<file path="src/rtl/i2cm_pkg.sv">
`timescale 1ns/1ps
package i2cm_pkg;
  localparam int unsigned BYTE_W = 8;

  typedef enum logic [2:0] {
    S_IDLE  = 3'd0,
    S_START = 3'd1,
    S_BITS  = 3'd2,
    S_STOP  = 3'd3,
    S_HOLD  = 3'd4
  } ph_e;
endpackage

</file>
<file path="src/rtl/i2cm_sync.sv">
`timescale 1ns/1ps
module i2cm_sync #(
  parameter int unsigned W = 2
) (
  input  logic         clk,
  input  logic         rst_n,
  input  logic [W-1:0] din,
  output logic [W-1:0] dout
);
  for (genvar i = 0; i < W; i++) begin : g_line
    logic s1, s2;
    always_ff @(posedge clk or negedge rst_n) begin
      if (!rst_n) begin
        s1 <= 1'b1;
        s2 <= 1'b1;
      end else begin
        s1 <= din[i];
        s2 <= s1;
      end
    end
    assign dout[i] = s2;
  end
endmodule

</file>
<file path="src/rtl/i2cm_qtick.sv">
`timescale 1ns/1ps
module i2cm_qtick #(
  parameter int unsigned QDW = 8
) (
  input  logic           clk,
  input  logic           rst_n,
  input  logic           run,
  input  logic           stall,
  input  logic [QDW-1:0] qdiv,
  output logic           tick,
  output logic [1:0]     q
);
  logic [QDW-1:0] cnt;

  assign tick = run && !stall && (cnt == qdiv);

  always_ff @(posedge clk or negedge rst_n) begin
    if (!rst_n) begin
      cnt <= '0;
      q   <= 2'd0;
    end else if (!run) begin
      cnt <= '0;
      q   <= 2'd0;
    end else if (!stall) begin
      if (cnt == qdiv) begin
        cnt <= '0;
        q   <= q + 2'd1;
      end else begin
        cnt <= cnt + 1'b1;
      end
    end
  end
endmodule

</file>
<file path="src/rtl/i2cm_regs.sv">
`timescale 1ns/1ps
module i2cm_regs #(
  parameter int unsigned DW = 8
) (
  input  logic          clk,
  input  logic          rst_n,
  input  logic          db_we,
  input  logic [DW-1:0] db_wdata,
  input  logic          ctl_we,
  input  logic          ctl_start,
  input  logic          ctl_stop,
  input  logic          ctl_nak,
  input  logic          ctl_tb,
  input  logic          done,
  input  logic          done_tx,
  input  logic          done_ack,
  input  logic [DW-1:0] rx_byte,
  output logic [DW-1:0] dbuf,
  output logic          r_start,
  output logic          r_stop,
  output logic          r_nak,
  output logic          r_tb,
  output logic          r_tx_empty,
  output logic          r_rx_full,
  output logic          r_nak_rcvd
);
  always_ff @(posedge clk or negedge rst_n) begin
    if (!rst_n) begin
      dbuf       <= '0;
      r_start    <= 1'b0;
      r_stop     <= 1'b0;
      r_nak      <= 1'b0;
      r_tb       <= 1'b0;
      r_tx_empty <= 1'b1;
      r_rx_full  <= 1'b0;
      r_nak_rcvd <= 1'b0;
    end else begin
      if (done) begin
        r_tb <= 1'b0;
        if (done_tx) begin
          r_tx_empty <= 1'b1;
          r_nak_rcvd <= done_ack;
        end else begin
          dbuf      <= rx_byte;
          r_rx_full <= 1'b1;
        end
      end
      if (ctl_we) begin
        r_start <= ctl_start;
        r_stop  <= ctl_stop;
        r_nak   <= ctl_nak;
        if (ctl_tb) begin
          r_tb      <= 1'b1;
          r_rx_full <= 1'b0;
        end
      end
      if (db_we) begin
        dbuf       <= db_wdata;
        r_tx_empty <= 1'b0;
        r_rx_full  <= 1'b0;
      end
    end
  end
endmodule

</file>
<file path="src/rtl/i2cm_seq.sv">
`timescale 1ns/1ps
module i2cm_seq
  import i2cm_pkg::*;
#(
  parameter int unsigned DW = 8
) (
  input  logic          clk,
  input  logic          rst_n,
  input  logic          tick,
  input  logic [1:0]    q,
  input  logic          tb,
  input  logic          start,
  input  logic          stop,
  input  logic          nak,
  input  logic [DW-1:0] dbuf,
  input  logic          sda_s,
  output ph_e           ph,
  output logic          run,
  output logic          scl_low,
  output logic          sda_upd,
  output logic          sda_val,
  output logic          done,
  output logic          done_tx,
  output logic          done_ack,
  output logic [DW-1:0] rx_byte,
  output logic          own,
  output logic          rx_mode
);
  localparam int unsigned CW = $clog2(DW + 1);

  ph_e           st;
  logic [CW-1:0] bcnt;
  logic [DW-1:0] sh;
  logic          rep, is_tx, ack_s, own_q, rxm_q;
  logic          kick, new_start, last_bit;

  assign kick      = tb && ((st == S_IDLE) || (st == S_HOLD));
  assign new_start = start || !own_q;
  assign last_bit  = (bcnt == CW'(DW));

  always_ff @(posedge clk or negedge rst_n) begin
    if (!rst_n) begin
      st    <= S_IDLE;
      bcnt  <= '0;
      sh    <= '0;
      rep   <= 1'b0;
      is_tx <= 1'b0;
      ack_s <= 1'b0;
      own_q <= 1'b0;
      rxm_q <= 1'b0;
    end else begin
      case (st)
        S_IDLE, S_HOLD: begin
          if (kick) begin
            sh   <= dbuf;
            bcnt <= '0;
            if (new_start) begin
              st    <= S_START;
              rep   <= own_q;
              own_q <= 1'b1;
              is_tx <= 1'b1;
              rxm_q <= dbuf[0];
            end else begin
              st    <= S_BITS;
              is_tx <= !rxm_q;
            end
          end
        end
        S_START: if (tick && q == 2'd3) st <= S_BITS;
        S_BITS: begin
          if (tick && q == 2'd2) begin
            if (!last_bit) sh <= {sh[DW-2:0], sda_s};
            else           ack_s <= sda_s;
          end
          if (tick && q == 2'd3) begin
            if (last_bit) st <= stop ? S_STOP : S_HOLD;
            else          bcnt <= bcnt + 1'b1;
          end
        end
        S_STOP: begin
          if (tick && q == 2'd3) begin
            st    <= S_IDLE;
            own_q <= 1'b0;
          end
        end
        default: st <= S_IDLE;
      endcase
    end
  end

  always_comb begin
    scl_low = 1'b0;
    sda_upd = 1'b0;
    sda_val = 1'b0;
    case (st)
      S_IDLE: sda_upd = 1'b1;
      S_HOLD: scl_low = 1'b1;
      S_START: begin
        scl_low = rep && !q[1];
        sda_upd = (q == 2'd1) || (q == 2'd3);
        sda_val = (q == 2'd3);
      end
      S_BITS: begin
        scl_low = !q[1];
        sda_upd = (q == 2'd1);
        sda_val = last_bit ? (!is_tx && !nak) : (is_tx && !sh[DW-1]);
      end
      S_STOP: begin
        scl_low = !q[1];
        sda_upd = (q == 2'd1) || (q == 2'd3);
        sda_val = (q == 2'd1);
      end
      default: ;
    endcase
  end

  assign ph       = st;
  assign run      = (st == S_START) || (st == S_BITS) || (st == S_STOP);
  assign done     = (st == S_BITS) && tick && (q == 2'd3) && last_bit;
  assign done_tx  = is_tx;
  assign done_ack = ack_s;
  assign rx_byte  = sh;
  assign own      = own_q;
  assign rx_mode  = rxm_q;
endmodule

</file>
<file path="src/rtl/i2cm_engine.sv">
`timescale 1ns/1ps
module i2cm_engine
  import i2cm_pkg::*;
#(
  parameter int unsigned QDW = 8
) (
  input  logic           clk,
  input  logic           rst_n,
  input  logic [QDW-1:0] cfg_qdiv,
  input  logic           db_we,
  input  logic [7:0]     db_wdata,
  output logic [7:0]     db_rdata,
  input  logic           ctl_we,
  input  logic           ctl_start,
  input  logic           ctl_stop,
  input  logic           ctl_nak,
  input  logic           ctl_tb,
  output logic           st_tb,
  output logic           st_start,
  output logic           st_stop,
  output logic           st_tx_empty,
  output logic           st_rx_full,
  output logic           st_nak_rcvd,
  output logic           st_bus_own,
  output logic           st_rx_mode,
  input  logic           scl_i,
  input  logic           sda_i,
  output logic           scl_oe,
  output logic           sda_oe
);
  localparam int unsigned DW = BYTE_W;

  logic          scl_s, sda_s, stall, tick, run;
  logic [1:0]    q;
  logic          r_nak, scl_low, sda_upd, sda_val;
  logic          done, done_tx, done_ack;
  logic [DW-1:0] rx_byte;
  ph_e           ph, ph_q;

  i2cm_sync #(.W(2)) u_sync (
    .clk(clk), .rst_n(rst_n), .din({scl_i, sda_i}), .dout({scl_s, sda_s})
  );

  assign stall = !scl_oe && !scl_s && (ph != S_IDLE);

  i2cm_qtick #(.QDW(QDW)) u_qtick (
    .clk(clk), .rst_n(rst_n), .run(run), .stall(stall), .qdiv(cfg_qdiv),
    .tick(tick), .q(q)
  );

  i2cm_regs #(.DW(DW)) u_regs (
    .clk(clk), .rst_n(rst_n), .db_we(db_we), .db_wdata(db_wdata),
    .ctl_we(ctl_we), .ctl_start(ctl_start), .ctl_stop(ctl_stop),
    .ctl_nak(ctl_nak), .ctl_tb(ctl_tb), .done(done), .done_tx(done_tx),
    .done_ack(done_ack), .rx_byte(rx_byte), .dbuf(db_rdata),
    .r_start(st_start), .r_stop(st_stop), .r_nak(r_nak), .r_tb(st_tb),
    .r_tx_empty(st_tx_empty), .r_rx_full(st_rx_full), .r_nak_rcvd(st_nak_rcvd)
  );

  i2cm_seq #(.DW(DW)) u_seq (
    .clk(clk), .rst_n(rst_n), .tick(tick), .q(q), .tb(st_tb),
    .start(st_start), .stop(st_stop), .nak(r_nak), .dbuf(db_rdata),
    .sda_s(sda_s), .ph(ph), .run(run), .scl_low(scl_low),
    .sda_upd(sda_upd), .sda_val(sda_val), .done(done), .done_tx(done_tx),
    .done_ack(done_ack), .rx_byte(rx_byte), .own(st_bus_own),
    .rx_mode(st_rx_mode)
  );

  always_ff @(posedge clk or negedge rst_n) begin
    if (!rst_n) begin
      scl_oe <= 1'b0;
      sda_oe <= 1'b0;
      ph_q   <= S_IDLE;
    end else begin
      scl_oe <= scl_low;
      if (sda_upd) sda_oe <= sda_val;
      ph_q   <= ph;
    end
  end
endmodule

</file>
<file path="config.mk">
export PLATFORM = sky130hd
export DESIGN_NAME = i2cm_engine
export DESIGN_NICKNAME = d
export VERILOG_FILES = /design/src/rtl/i2cm_pkg.sv /design/src/rtl/i2cm_sync.sv /design/src/rtl/i2cm_qtick.sv /design/src/rtl/i2cm_regs.sv /design/src/rtl/i2cm_seq.sv /design/src/rtl/i2cm_engine.sv
export SDC_FILE = /design/constraint.sdc
export NUM_CORES = 1
export LEC_CHECK = 0
export BUFFER_PORTS_ARGS = -buffer_cell sky130_fd_sc_hd__buf_2
export CAP_MARGIN = 20
export CELL_PAD_IN_SITES_DETAIL_PLACEMENT = 1
export CELL_PAD_IN_SITES_GLOBAL_PLACEMENT = 2
export CORE_MARGIN = 3
export CORE_UTILIZATION = 40
export CTS_BUF_LIST = sky130_fd_sc_hd__clkbuf_8
export DETAILED_ROUTE_END_ITERATION = 7
export GPL_TIMING_DRIVEN = 1
export MAX_ROUTING_LAYER = met4
export PLACE_DENSITY_LB_ADDON = 0.1
export SETUP_SLACK_MARGIN = 0.15
export SLEW_MARGIN = 20
export SYNTH_ARGS = -nofsm -noshare
export SYNTH_HDL_FRONTEND = slang
export SYNTH_SLANG_ARGS = --single-unit
</file>
<file path="constraint.sdc">
create_clock -name clk -period 2.95 [get_ports clk]
set_input_delay 0.4425 -clock clk [delete_from_list [all_inputs] [get_ports clk]]
set_output_delay 0.4425 -clock clk [all_outputs]
set_load 0.03 [all_outputs]
</file>
==> impl_metrics.json <==
{
  "p_sw_mw": 0.7974,
  "p_int_mw": 1.513,
  "drc": 0,
  "pin_count": 44,
  "layout-drive-gt1-share": 0.3125,
  "avgSynthCellArea_um2": 10.64,
  "synth_cell_type_count": 50,
  "place_hpwl_um": 4940,
  "ctsRootBufferMaster": "clkbuf_8",
  "min_from": "sda_i",
  "grt_usage": 0.1859,
  "power_mw": 2.310,
  "antenna_found_initial": 0,
  "finalSetupViolations": 0,
  "overflow": 0,
  "hold_path_depth": 1,
  "ys_ff_latch": 51,
  "drv_slew": 0,
  "vias_per_cell": 5.577,
  "yosysTopAreaCell": "dfrtp_1",
  "synth_seq_area_share": 0.4689,
  "die-area_um2": 7866,
  "insertion_delay_ps": 310,
  "start_kind": "flop",
  "reg2reg_to": "u_seq.rx_byte[7]",
  "area_delta_synth_final_pct": 15.83,
  "power_frac_comb": 0.293,
  "netlist.area_leader.share": 0.4209,
  "critPathKind": "flop to flop",
  "worst_slew_pin_slew_ps": 675.2,
  "grt_pass1_wl_um": 10850,
  "cts_resized": 0,
  "dr_total_vias": 2125,
  "seqPwrFrac": 0.454,
  "slew_headroom": 0.5498,
  "row_count": 29,
  "gp_congestion": 0.8126,
  "io_buffer_count": 43,
  "arrival_ps": 2520,
  "period_minus_slack_ps": 2324,
  "clk_path_buf_depth": 2,
  "p_clk_frac": 0.253,
  "hold_buffers": 0,
  "synth_edf_count": 0,
  "fmax_mhz": 430.3,
  "detail_route.first_pass.iterations": 4,
  "holdWs_ps": 215.8,
  "num_antenna_cells": 0,
  "antenna_left": 0,
  "syn_inst": 257,
  "cts_tree": "done",
  "async_flop_share": 1.000,
  "yosys_warnings": 0,
  "max-cap-violations": 0,
  "synth_area_leaders": "dfrtp_1 (42%), mux2_2 (9.9%), dfstp_2 (4.8%), nand2_1 (3.3%), a21oi_1 (2.7%)",
  "ys.flop_type": "dfrtp_1",
  "path_max_fanout": 8,
  "post-route-period-util": 0.7878,
  "fp.dieH_um": 88.69,
  "rr_worst_depth": 6,
  "fin_util": 0.4878,
  "synth_nets": 289,
  "power_leakage_nw": 1.341,
  "post-cts-setup-buffer-count": 0,
  "wl_per_cell_um": 17.37,
  "r2r_slack_ps": 630,
  "powerDensity_nw_per_um2": 729.2,
  "fin_cells": 381,
  "rsz0062_at_grt": "false",
  "hold_end": "u_sync.g_line[0].s1",
  "r2r_start": "u_seq.bcnt[0]",
  "clock-sinks": 51,
  "hold_viol": 0,
  "grt_max_degree": 52,
  "clock_skew_ps": 7.792,
  "syn_area_um2": 2735,
  "die_width_um": 88.69,
  "grt_pass1_vias": 2123,
  "ir_drop_v": 0.0004093,
  "crit_start": "u_seq.bcnt[0]",
  "dp_cells": 373,
  "initial_core_util": 0.4211,
  "hp-class": "primary input to flop",
  "nets": 335,
  "cts_inserted_buffers": 5,
  "setup_tns_ps": 0,
  "cts_max_level": 2,
  "drtIter0Drc": 82,
  "core_area_um2": 6495,
  "crit_path_end_kind": "flop",
  "sw_frac_of_total": 0.3452,
  "clk_pin_slew_ps": 100,
  "wl_um": 6618,
  "cp.required_ps": 3150,
  "status": "finished clean"
}
-- through the flow --
stage	instance area [µm²]	setup slack, ps
2_1_floorplan	2735	1056
3_3_place_gp	3032	671.0
3_5_place_dp	3032	623.9
4_1_cts	3168	603.7
5_1_grt	3168	498.5
6_report	3168	626.0
-- logic make-up after synthesis --
| family | after synthesis | share of synthesized area |
|---|---|---|
| adders and majority gates | 6 | 0.02745 |
| AOI/OAI and AO/OA | 59 | 0.1606 |
| xor gates and xnor gates | 9 | 0.02882 |
| and+or+nand+nor | 89 | 0.1780 |
| muxes | 26 | 0.1061 |
| DFF | 51 | 0.4689 |
| buffers and inverters | 17 | 0.03019 |
-- layout make-up --
type | count | area, µm²
clock buffers | 5 | 68.82
clock inverters | 3 | 67.56
fillers | 756 | 3327
inverters | 8 | 30.03
multi-input cells | 189 | 1370
flip-flops and latches | 51 | 1282
well taps | 77 | 96.34
repair buffers | 48 | 252.7
-- cell usage after synthesis (5+ instances only) --
library cell / count
a21oi_1: 15
a41oi_1: 8
dfrtp_1: 46
dfstp_2: 5
ha_1: 6
inv_1: 8
mux2_2: 24
nand2_1: 24
nand2b_1: 5
nand3_1: 5
nand4_1: 7
nor2_1: 15
nor2b_1: 10
o21ai_0: 12
xnor2_1: 5
-- worst max-delay path, cell delays in order (launching register included) --
cell and delay (ps):
dfrtp_1 440, inv_1 80, ha_1 160, nand3b_1 270, and2_0 410, a41oi_4 460
mux2_2 390
-- power by group through the flow --
stage / clock [mW] / sequential (mW) / combinational [mW]
after floorplan: 0 / 1.05 / 0.474
after global placement: 0 / 1.06 / 0.659
after detailed placement: 0 / 1.06 / 0.682
after CTS: 0.598 / 1.05 / 0.684
after global routing: 0.630 / 1.08 / 0.757
final: 0.585 / 1.05 / 0.676
-- routing by layer --
layer	track usage	vias up	share of wire
met4	0.04533	0	0.012
met3	0.02886	6	0.027
met5	-	-	0
met2	0.2699	34	0.46
met1	0.2712	1059	0.50
li1	-	1026	-
-- cells in the final DEF (no fill, tap or decap), types with 4 or more instances in the layout --
cell,synthesis,layout
a41oi_1,8,8
buf_4,0,5
nor2_1,15,15
clkbuf_8,0,5
xor2_1,4,4
dfrtp_1,46,46
nand3_1,5,5
a21oi_1,15,15
o31ai_1,4,4
buf_2,3,43
mux2_2,24,24
nand2_1,24,24
nor3_1,4,4
o21ai_0,12,12
nand2b_1,5,5
xnor2_1,5,5
inv_1,8,8
dfstp_2,5,5
nand4_1,7,7
nor2b_1,10,10
ha_1,6,6
-- sequential cells by signal, summed over array words and instances (netlist names), 2 cells and up --
| name | count |
|---|---|
| u_seq.rx_byte | 8 |
| u_sync.g_line.s1 | 2 |
| u_seq.ph | 3 |
| u_qtick.cnt | 8 |
| u_regs.dbuf | 8 |
| u_sync.g_line.s2 | 2 |
| u_qtick.q | 2 |
| u_seq.bcnt | 4 |
-- worst max path at each step --
stage                        to  slack (ps)  depth (start not counted)
2_1_floorplan  u_seq.rx_byte[0]        1060                          5
3_3_place_gp   u_seq.rx_byte[7]         670                          6
3_5_place_dp   u_seq.rx_byte[7]         620                          6
4_1_cts        u_seq.rx_byte[7]         600                          6
5_1_grt        u_regs.r_rx_full         500                          5
6_report       u_seq.rx_byte[7]         630                          6
No activity file was read; power rests on OpenSTA's default activity.
